File: src/rtl/pulse_acc.sv
module pulse_acc #(
  parameter int CNT_W  = 16,
  parameter int LO_W   = 8,
  parameter int SYNC_N = 2
) (
  input  logic             clk,
  input  logic             rst_n,
  input  logic             tmr_en,
  input  logic             presc_tick,
  input  logic             div64_tick,
  input  logic             pin_in,
  input  logic             ctl_we,
  input  logic [6:0]       ctl_wdata,
  input  logic             cnt_we,
  input  logic [CNT_W-1:0] cnt_wdata,
  input  logic             flag_clr_we,
  input  logic [1:0]       flag_clr,
  output logic [CNT_W-1:0] acc_count,
  output logic             in_flag,
  output logic             ovf_flag,
  output logic             irq_in,
  output logic             irq_ovf,
  output logic             tcnt_tick
);

  logic [6:0]      ctl;
  logic [SYNC_N:0] sh;

  logic       en, mode, esel, ie_in, ie_ovf;
  logic [1:0] csel;

  assign en     = ctl[0];
  assign mode   = ctl[1];
  assign esel   = ctl[2];
  assign ie_in  = ctl[3];
  assign ie_ovf = ctl[4];
  assign csel   = ctl[6:5];

  always_ff @(posedge clk) begin
    if (!rst_n) begin
      ctl <= '0;
      sh  <= '0;
    end else begin
      if (ctl_we) ctl <= ctl_wdata;
      sh <= {sh[SYNC_N-1:0], pin_in};
    end
  end

  logic cur, prev, end_edge, active, inc;
  logic lo_carry, full_carry;

  assign cur        = sh[SYNC_N-1];
  assign prev       = sh[SYNC_N];
  assign end_edge   = esel ? (cur & ~prev) : (~cur & prev);
  assign active     = esel ? ~cur : cur;
  assign inc        = en & (mode ? (tmr_en & div64_tick & active) : end_edge);
  assign lo_carry   = &acc_count[LO_W-1:0];
  assign full_carry = &acc_count;

  always_ff @(posedge clk) begin
    if (!rst_n) begin
      acc_count <= '0;
      in_flag   <= 1'b0;
      ovf_flag  <= 1'b0;
    end else begin
      if (cnt_we)   acc_count <= cnt_wdata;
      else if (inc) acc_count <= acc_count + 1'b1;
      in_flag  <= (en & end_edge) | (in_flag & ~(flag_clr_we & flag_clr[0]));
      ovf_flag <= (inc & full_carry & ~cnt_we) | (ovf_flag & ~(flag_clr_we & flag_clr[1]));
    end
  end

  assign irq_in  = in_flag & ie_in;
  assign irq_ovf = ovf_flag & ie_ovf;

  always_comb begin
    tcnt_tick = presc_tick;
    if (en) begin
      case (csel)
        2'b01:   tcnt_tick = inc;
        2'b10:   tcnt_tick = inc & lo_carry;
        2'b11:   tcnt_tick = inc & full_carry;
        default: tcnt_tick = presc_tick;
      endcase
    end
  end

endmodule


File: config.mk
export PLATFORM = sky130hd
export DESIGN_NAME = pulse_acc
export DESIGN_NICKNAME = d
export VERILOG_FILES = /design/src/rtl/pulse_acc.sv
export SDC_FILE = /design/constraint.sdc
export NUM_CORES = 1
export LEC_CHECK = 0
export BUFFER_PORTS_ARGS = -buffer_cell sky130_fd_sc_hd__buf_2
export CAP_MARGIN = 30
export CORE_ASPECT_RATIO = 0.7
export CORE_MARGIN = 1
export CORE_UTILIZATION = 25
export CTS_CLUSTER_SIZE = 10
export DETAILED_ROUTE_END_ITERATION = 16
export MAX_ROUTING_LAYER = met4
export PLACE_DENSITY_LB_ADDON = 0.05
export RECOVER_POWER = 100
export SLEW_MARGIN = 15
export SYNTH_ARGS = -nofsm -noshare
export SYNTH_HDL_FRONTEND = slang
export SYNTH_SLANG_ARGS = --single-unit
export TNS_END_PERCENT = 100
File: constraint.sdc
create_clock -name clk -period 2.15 [get_ports clk]
set_clock_uncertainty 0.05 [all_clocks]
set_input_delay 0.3225 -clock clk [delete_from_list [all_inputs] [get_ports clk]]
set_output_delay 0.3225 -clock clk [all_outputs]
set_load 0.005 [all_outputs]
# [After elaboration in Yosys (flattened, before gate mapping)]
# Cells that the tools add are included.
[word_totals] ff_bits=28 inputBits=34 out_inout_bits=21 word_cells=41
[classes] n_addsub=1 n_eq_ne=3 muxes=7 bitwise_logic=22 n_reduce_logical=3
[ops] cell="$mux W16" n=2
[ops] cell="$add A16 B1 Y16 const B" n=1
[ops] cell="$reduce_and A16 Y1" n=1
[ops] cell="$and A1 B1 Y1" n=15
[ops] cell="$reduce_and A8 Y1" n=1
[ops] cell="$not A1 Y1" n=5
[ops] cell="$eq A2 B2 Y1 const B" n=2
[ops] cell="$mux W1" n=4
[ops] cell="$pmux W1 S3" n=1
[ops] cell="$eq A2 B1 Y1 const B" n=1
[ops] cell="$or A1 B1 Y1" n=2
[ops] cell="$reduce_bool A2 Y1" n=1

# [Depth between registers and ports, before layout]
# Gate-level depths: netlist of the first run.
[depth] word_depth=8 depth_mapped=6 depth_no_buf=5

# [Worst setup path after synthesis of the first run]
# Ideal clock, no wire load.
[synth_timing] path_type="register to output" startpoint="register ctl[2]" endpoint="output port tcnt_tick" arrival_ns=1.369 required_ns=1.778 path_slack_ns=0.408 path_stages_with_launch=7 n_path_buf=1 cell_sequence="dfxtp_1 -> and3b_2 -> o21ai_4 -> and2_1 -> buf_2 -> nor3_1 -> a41o_1"
[synth_between] elab_chain_len=7 word_cells_on_any_way=9 cone_classes="mux (5); bitwise (4)"
[synth_rtl] item="from (decl)" line_no="26" source="logic [6:0] ctl;"
[synth_rtl] item="from (signal assigned)" line_no="44" source="if (ctl_we) ctl <= ctl_wdata;"
[synth_rtl] item="$mux W1" line_no="55" source="assign active = esel ? ~cur : cur;"
[synth_rtl] item="$and A1 B1 Y1" line_no="56" source="assign inc = en & (mode ? (tmr_en & div64_tick & active) : end_edge);"
[synth_rtl] item="$mux W1 *" line_no="56"
[synth_rtl] item="$and A1 B1 Y1 *" line_no="56"
[synth_rtl] item="$and A1 B1 Y1 (on tied branches)" line_no="82, 81"
[synth_rtl] item="$pmux W1 S3 *" line_no="79" source="case (csel)"
[synth_rtl] item="$mux W1 *" line_no="78" source="if (en) begin"
[synth_rtl] item="to (decl)" line_no="23" source="output logic tcnt_tick"
# Mark *: on every way between the ends. The rest lies on a longest branch, timed or not.

# [Worst setup path in the final report of the first run]
# Ends and elaborated chain as after synthesis.

==> out/metrics.cfg, run 1 <==
[worst_setup_path]
critPathMaxStageDelay_ps=370
critPathCaptureType=output pin
cp.arrival_ps=1660
cp.required_ps=1780
cp-start-kind=register
rrSetupSlack_ps=260
r2r_start=sh[1]
critical_path_class=register to output pin
cp_slowest_cell=dfxtp_4
crit_chain=and3b_2 -> o21ai_4 -> and2_2 -> nor3_2 -> a41o_1 -> buf_2
critPathLaunch=ctl[2]
crit_fanout=5

[synth]
synthArstFlopShare=0
syn_area_um2=1519
synthCells=164
synth_top_cells_by_area=dfxtp_1, xnor2_1, a21oi_1
avgSynthCellArea_um2=9.262
synth_flop_cell=dfxtp_1
yosys.area.top_type_share=0.3690
yosys_warnings=0
yosys.cell_types.count=35
synth_edf_count=0
synth.net_count=199
ys_seq_area_frac=0.3690
ys_seq_elements=28
yosys.area.top_type=dfxtp_1

[grt]
grt_usage=0.1315
gr-total-overflow=0
grt_pass1_vias=1207
grt_pass1_wl_mm=6.092
grt_max_degree=30
antenna_found_initial=0

[finish]
multi_input_area_um2=868.3
fin_nets=252
layout_common_cells=buf_2, dfxtp_1, a21oi_1
final_common_cell=buf_2
diodes=0
regArea_um2=566.8
syn2layout_area_growth_pct=22.73
drive_gt1_frac=0.2977
fillers=639

[power]
power_density_nw_per_um2=546.3
power_mw=1.019
p_leak_nw=0.6908
ir_worst_vdd_v=0.0001620

[timing]
slew_viol_final=0
timing.final.crit_period_ps=2030
fmax_ghz=0.4927
setup_viol=0
hold_viol_final=0
tightest_slew_ps=1040
fin_crit_sh=0.9441
rsz0062_at_grt=no
worst_slew_margin_rel=0.3064
setup_tns_ps=0

[drt]
highest_layer=met4
met2_length_mm=1.515
drt_pre_antenna_iters=4
vias=1308
wirelength_mm=3.890
via_per_inst=4.510
ant_nets=0
drt-wirelength-per-cell_um=13.41
met3_length_um=187
drc=0
drt-initial-drc-count=40
m1WireLength_mm=2.154

[clock_tree]
cts_tree=yes
cts.sinks=28
worstSkewPairLatency_ps=280
cts_root_buffer=clkbuf_8
htreeDepth=1
post_cts_buffers=0
cts_buffers=3
clk_pin_slew_ps=90
clockBufferDepth=2

[die]
rows=23
die_h_um=67.22
die_w_um=95.17
floorplan.core_area_um2=5784
ios=55
fp.dieArea_um2=6397
initial_core_util=0.2626

[min_path]
worstHoldStart=pin_in
hold_class=input pin to register

[placed_design]
dp.final_hpwl_mm=2.929
gp_congestion=0.7301
numPortBuffers=54

[run_status]
outcome=completed

[run]
maxCapViolCount=0

==> sequential cells by signal, summed over array words and instances, names as in the netlist <==
signal / count
sh: 3
in_flag: 1
ovf_flag: 1
ctl: 7
acc_count: 16
==> cells by family (layout without fill, tap and decap cells) <==
| logic type | count (synthesis) | in the layout | synth area share |
|---|---|---|---|
| muxes | 8 | 8 | 0.05272 |
| AOI/OAI and AO/OA | 54 | 54 | 0.2611 |
| and+or+nand+nor | 45 | 45 | 0.1746 |
| buffers and inverters | 13 | 64 | 0.04778 |
| DFF | 28 | 28 | 0.3690 |
| xor gates and xnor gates | 15 | 15 | 0.08649 |
| adders and majority gates | 1 | 1 | 0.008236 |
==> Yosys cell counts (2+ instances only) <==
library cell  count
dfxtp_1          28
a21oi_1          19
o21ai_0          17
xnor2_1          14
nand2_1          11
mux2i_1           8
nor2b_1           8
clkbuf_1          7
nand3_1           7
and2_1            6
a2111oi_2         4
a211oi_1          3
buf_6             3
a2111oi_4         2
a21boi_0          2
and3_1            2
and4_1            2
inv_1             2
nor3_1            2
o31ai_1           2
==> final timing paths <==
kind                         to  cells past startpoint
hold reg to reg           sh[1]                      1
hold / removal            sh[0]                      2
setup reg to reg  acc_count[11]                      6
setup / recovery      tcnt_tick                      6
==> area by class of cell <==
cell class / count / area share
clock buffers: 3 / 0.02215
flip-flops and latches: 28 / 0.3040
inverters: 2 / 0.004027
well taps: 75 / 0.05034
repair buffers: 59 / 0.1537
multi-input cells: 123 / 0.4658
==> layer usage <==
| layer | vias up | track usage |
|---|---|---|
| met5 | - | - |
| met4 | 0 | 0.03409 |
| met3 | 5 | 0.03041 |
| met2 | 30 | 0.1786 |
| met1 | 579 | 0.1916 |
| li1 | 694 | - |
==> worst max-delay path, delay by kind of cell, from the launching register on <==
kind / cells / cell delay, ps
AND/OR/NAND/NOR: 3 / 530
AO/OA/AOI/OAI: 2 / 360
buffers and inverters: 1 / 120
flip-flops: 1 / 370
==> metrics by stage <==
step	hold WS [ps]	instance area [µm²]	instances	setup slack (ps)	util
2_1_floorplan	361.9	1519	164	408.1	-
3_3_place_gp	371.5	1856	287	327.8	0.3208
3_5_place_dp	377.5	1856	287	300.1	0.3208
4_1_cts	189.5	1904	290	26.08	0.3292
5_1_grt	206.3	1864	290	17.74	0.3223
6_report	202.2	1864	290	120.2	0.3223
==> power breakdown <==
part	switching, mW	leakage [nW]	internal [mW]
Sequential	0.0343	0.233	0.550
Combinational	0.0663	0.436	0.0759
Clock	0.166	0.0216	0.126
==> timing repair <==
item                                    4_1_cts  5_1_grt
pin swaps                                     0        0
hold buffers                                  0        0
endpoints found under the setup margin        1        1
resized for setup                             1        9
cloned                                        0        0
Power figures use the tool's default switching activity.
==> inputs of run 2 (changes only) <==
==> constraint.sdc (replaced) <==
create_clock -name clk -period 2.15 [get_ports clk]
set_clock_uncertainty 0.05 [all_clocks]
set_input_delay 0.215 -clock clk [delete_from_list [all_inputs] [get_ports clk]]
set_output_delay 0.215 -clock clk [all_outputs]
set_load 0.005 [all_outputs]
==> run 2 against run 1 <==
Worst hold slack worse by 100 ps. Sequential cell count unchanged. Routed wire length up 2.2%. Sequential share of layout area about the same. Setup slack better by 13 ps. Die area unchanged. Non-clock buffer count down 1. Sequential power about the same. Core utilization down 0.37 points. Via count up 1.3%. First-iteration DRC count down 50%. Largest cell class unchanged.
==> out/metrics.cfg, run 2 (synthesized netlist as in run 1, its figures left out) <==
[run]
maxCapViolCount=0  ; unchanged

[worst_setup_path]
critPathCaptureType=output pin
r2r_start=ctl[2]
cp_slowest_cell=dfxtp_1
cp.required_ps=1880  ; +100 ps
critPathMaxStageDelay_ps=350  ; -20 ps
critical_path_class=register to output pin
r2r_cells=6  ; unchanged
critPathTopFamily=simple AND/OR/NAND/NOR gates
path_buf_inv=1  ; unchanged
rrSetupSlack_ps=250  ; about the same
cp.arrival_ps=1750  ; +90 ps
cp-start-kind=register
crit_chain=and3b_2 -> o21ai_4 -> and2_1 -> nor3_1 -> a41o_1 -> buf_2
crit_fanout=5  ; unchanged
reg2reg_to=acc_count[9]

[finish]
largest_reg_flops=16  ; unchanged
layout_common_cells=buf_2, dfxtp_1, a21oi_1
final_common_cell=buf_2
top_register=acc_count
reg_top3=acc_count: 16 flops, ctl: 7 flops, sh: 3 flops
diodes=0  ; unchanged
fin_nets=251  ; -0.40%
drive_gt1_frac=0.2617  ; -0.03599
syn2layout_area_growth_pct=21.33

[drt]
vias=1325  ; +1.3%
drt-wirelength-per-cell_um=13.75  ; +2.5%
ant_nets=0  ; unchanged
drc=0  ; unchanged
via_per_inst=4.585  ; +1.7%
drt-initial-drc-count=20  ; -50%
drt_pre_antenna_iters=4  ; unchanged
wirelength_mm=3.975  ; +2.2%

[clock_tree]
cts_resized=0  ; -1
cts.sinks=28  ; unchanged
cts.hold.buffers_added=0  ; unchanged
cts_tree=yes
post_cts_buffers=0  ; unchanged
clockBufferDepth=2  ; unchanged
htreeDepth=1  ; unchanged
clk_pin_slew_ps=90  ; about the same
cts_root_buffer=clkbuf_8
cts_buffers=3  ; unchanged
worstSkewPairLatency_ps=280  ; about the same

[timing]
setup_tns_ps=0  ; unchanged
worst_slew_margin_rel=0.2859  ; -0.02048
timing.final.crit_period_ps=2017  ; -12.74 ps
hold_viol_final=0  ; unchanged
rsz0062_at_grt=no
fmax_ghz=0.4958  ; +0.63%
holdWs_ps=97.40  ; -104.8 ps
tightest_slew_ps=1071  ; +30.72 ps
setup_viol=0  ; unchanged
fin_crit_sh=0.9382  ; -0.005927
slew_viol_final=0  ; unchanged

[grt]
grt_usage=0.1348  ; +0.003344
grt_pass1_vias=1271  ; +5.3%
grt_max_degree=30  ; unchanged
grt_pass1_wl_mm=6.327  ; +3.9%
antenna_found_initial=0  ; unchanged
gr-total-overflow=0  ; unchanged

[die]
die_w_um=95.17  ; unchanged
fp.dieArea_um2=6397  ; unchanged
rows=23  ; unchanged
floorplan.core_area_um2=5784  ; unchanged
die_h_um=67.22  ; unchanged
ios=55  ; unchanged
initial_core_util=0.2626  ; unchanged

[min_path]
worstHoldStart=pin_in
hold_class=input pin to register
hold_depth=2  ; unchanged
holdPathEnd=sh[0]

[placed_design]
gp_congestion=0.7569  ; +3.7%
numPortBuffers=54  ; unchanged
dp.final_hpwl_mm=2.974  ; +1.6%

[run_status]
outcome=completed

[power]
p_leak_nw=0.6923  ; +0.22%
power_density_nw_per_um2=552.1  ; +1.0%
ir_worst_vdd_v=0.0002222  ; +37%

==> run 2: changes by cell type in the layout (fill, tap and decap cells not counted), sizes merged <==
cell    before  now
buf         46   44
clkbuf      16   17
==> run 2: layout make-up <==
type / count / area, µm²
Sequential cell: 28 / 560.5
Multi-Input combinational cell: 123 / 848.3
Inverter: 2 / 7.507
Clock buffer: 3 / 41.29
Timing Repair Buffer: 58 / 291.5
Fill cell: 633 / 3941
Tap cell: 75 / 93.84
==> run 2: where the power goes <==
| part | switching [mW] | internal (mW) | total, mW | leakage, nW |
|---|---|---|---|---|
| combinational | 0.0676 | 0.0764 | 0.144 | 0.439 |
| clock | 0.165 | 0.126 | 0.291 | 0.0216 |
| sequential | 0.0325 | 0.550 | 0.582 | 0.232 |
==> run 2: worst max path at each step <==
stage	cells after the start	startpoint	endpoint
after CTS	5	acc_count[3]	tcnt_tick
after global routing	6	ctl[2]	tcnt_tick
final	6	ctl[2]	tcnt_tick
after global placement	5	acc_count[3]	acc_count[10]
after floorplan	6	ctl[2]	tcnt_tick
after detailed placement	5	acc_count[3]	acc_count[10]
==> run 2: through the flow <==
| step | total power, mW | utilization | cell area [µm²] | cells | setup slack [ps] |
|---|---|---|---|---|---|
| global route | 1.076 | 0.3186 | 1843 | 289 | 16.00 |
| finish | 1.017 | 0.3186 | 1843 | 289 | 133.0 |
| CTS | 1.042 | 0.3288 | 1902 | 289 | 81.21 |
| global placement | 0.7407 | 0.3217 | 1861 | 286 | 367.5 |
| detailed placement | 0.7431 | 0.3217 | 1861 | 286 | 347.4 |
| floorplan | 0.6673 | - | 1519 | 164 | 515.6 |
==> run 2: metal layers <==
layer,global-route usage,routed length [µm]
met2,0.1964,1604
met3,0.03491,210
met5,-,0
met1,0.1865,2136
met4,0.02841,24
==> inputs of run 3 (changes only) <==
==> constraint.sdc (replaced) <==
create_clock -name clk -period 2 [get_ports clk]
set_clock_uncertainty 0.05 [all_clocks]
set_input_delay 0.2 -clock clk [delete_from_list [all_inputs] [get_ports clk]]
set_output_delay 0.2 -clock clk [all_outputs]
set_load 0.005 [all_outputs]
==> run 3 against run 2 <==
Sequential power increased by 7.7%. Clock power increased by 22%. Sequential share of layout area down 0.35 points. Highest routed layer unchanged. Critical endpoint unchanged. Die area is the same.
==> out/metrics.cfg, run 3 (synthesized netlist as in run 1, its figures left out) <==
[run_status]
outcome=completed

[finish]
reg_top3=acc_count: 16 flops, ctl: 7 flops, sh: 3 flops
largest_reg_flops=16  ; unchanged
final_common_cell=buf_2
fillers=644  ; +1.7%
fin_nets=252  ; +0.40%
final_util=0.3281  ; +0.009518
syn2layout_area_growth_pct=24.96
layout_common_cells=buf_2, dfxtp_1, a21oi_1
regArea_um2=570.5  ; +1.8%
top_register=acc_count
diodes=0  ; unchanged
multi_input_area_um2=885.9  ; +4.4%
drive_gt1_frac=0.3148  ; +0.05313

[clock_tree]
cts_tree=yes
post_cts_buffers=0  ; unchanged
clk_pin_slew_ps=100  ; about the same
cts_buffers=3  ; unchanged
htreeDepth=1  ; unchanged
cts.hold.buffers_added=0  ; unchanged
cts_root_buffer=clkbuf_8
clockBufferDepth=2  ; unchanged
worstSkewPairLatency_ps=280  ; about the same
cts.sinks=28  ; unchanged

[worst_setup_path]
reg2reg_to=acc_count[14]
rrSetupSlack_ps=140  ; -110 ps
crit_fanout=11  ; +6
cp_slowest_cell=dfxtp_1
crit_chain=and3_2 -> nand3_4 -> nor3_2 -> a41o_1 -> buf_2
cp.arrival_ps=1620  ; -130 ps
r2r_cells=6  ; unchanged
cp.required_ps=1750  ; -130 ps
critPathCaptureType=output pin
r2r_start=ctl[2]
cp-start-kind=register
critPathMaxStageDelay_ps=410  ; +60 ps
critical_path_class=register to output pin

[die]
die_w_um=95.17  ; unchanged
die_h_um=67.22  ; unchanged
rows=23  ; unchanged
ios=55  ; unchanged
fp.dieArea_um2=6397  ; unchanged
initial_core_util=0.2626  ; unchanged
floorplan.core_area_um2=5784  ; unchanged

[timing]
timing.final.crit_period_ps=1874
worst_slack_ps=126.2  ; -6.731 ps
rsz0062_at_grt=no
worst_slew_margin_rel=0.2888  ; +0.002959
slew_viol_final=0  ; unchanged
tightest_slew_ps=1067  ; -4.440 ps
setup_viol=0  ; unchanged
fmax_ghz=0.5337
hold_viol_final=0  ; unchanged
fin_crit_sh=0.9369
setup_tns_ps=0  ; unchanged

[drt]
via_per_inst=4.595  ; +0.21%
ant_nets=0  ; unchanged
drt-wirelength-per-cell_um=13.91  ; +1.1%
drt-initial-drc-count=31  ; +55%
wirelength_mm=4.047  ; +1.8%
vias=1337  ; +0.91%
drt_pre_antenna_iters=4  ; unchanged
drc=0  ; unchanged

[min_path]
hold_depth=2  ; unchanged
holdPathEnd=sh[0]
worstHoldStart=pin_in
hold_class=input pin to register

[grt]
antenna_found_initial=0  ; unchanged
grt_pass1_wl_mm=6.285  ; -0.66%
gr-total-overflow=0  ; unchanged
grt_pass1_vias=1278  ; +0.55%
grt_usage=0.1348  ; about the same
grt_max_degree=30  ; unchanged

[placed_design]
gp_congestion=0.7405  ; -2.2%
numPortBuffers=54  ; unchanged
dp.final_hpwl_mm=3.023  ; +1.6%
pre_cts_ws_ps=204.8  ; -142.5 ps

[power]
power_density_nw_per_um2=600.5  ; +8.8%
ir_worst_vdd_v=0.0002296  ; +3.4%
p_leak_nw=0.7003  ; +1.2%

[run]
maxCapViolCount=0  ; unchanged

[run 3: cell count changes in the layout (fill, tap and decap cells not counted), moves of 2 or more]
cell / change
a2111oi_1: -4
a2111oi_2: +4
buf_4: +2
dfxtp_1: -4
dfxtp_2: +2
dfxtp_4: +2
[run 3: critical path: cells and delay by family (launching register included)]
kind / cells / cell delay (ps)
and+or+nand+nor: 3 / 650
buffers and inverters: 1 / 110
AOI/OAI and AO/OA: 1 / 180
DFF: 1 / 410
[run 3: cell type report]
type	instances	area share
multi-input combinational	123	0.4667
sequential	28	0.3006
tap	75	0.04944
inverter	2	0.003955
clock buffer	4	0.02900
timing repair buffer	59	0.1503
[run 3: how the worst max path moves through the flow]
| stage | from | to | slack [ps] | cells after the start |
|---|---|---|---|---|
| 3_5_place_dp | acc_count[3] | acc_count[9] | 200 | 5 |
| 5_1_grt | acc_count[0] | tcnt_tick | 20 | 5 |
| 2_1_floorplan | ctl[2] | tcnt_tick | 380 | 6 |
| 6_report | acc_count[4] | tcnt_tick | 130 | 5 |
| 3_3_place_gp | acc_count[4] | acc_count[12] | 240 | 5 |
| 4_1_cts | sh[1] | tcnt_tick | 8 | 6 |
[run 3: what timing repair did]
| item | 4_1_cts | 5_1_grt |
|---|---|---|
| endpoints found under the hold margin | 0 | 0 |
| pin swaps | 1 | 1 |
| setup endpoints to repair | 1 | 1 |
| gates resized for setup | 3 | 11 |
[run 3: layer usage]
layer	GRT usage	vias to the layer above	part of all wire	routed length [µm]
li1	-	688	-	-
met1	0.1890	617	0.53	2157
met2	0.1920	30	0.41	1645
met3	0.03941	2	0.056	226
met4	0.02273	0	0.0044	18
met5	-	-	0	0
[run 3: report_power, final]
group          internal [mW]  switching, mW  total, mW
sequential             0.590         0.0367      0.627
clock                  0.176          0.180      0.356
combinational         0.0818         0.0749      0.157
[run 3: stage by stage]
step | hold slack [ps] | total power, mW | cells | cell area [µm²]
2_1_floorplan | 277.3 | 0.7173 | 164 | 1519
3_3_place_gp | 358.2 | 0.7961 | 287 | 1856
3_5_place_dp | 360.9 | 0.7995 | 287 | 1856
4_1_cts | 64.09 | 1.164 | 291 | 1924
5_1_grt | 69.11 | 1.211 | 291 | 1898
6_report | 72.41 | 1.140 | 291 | 1898
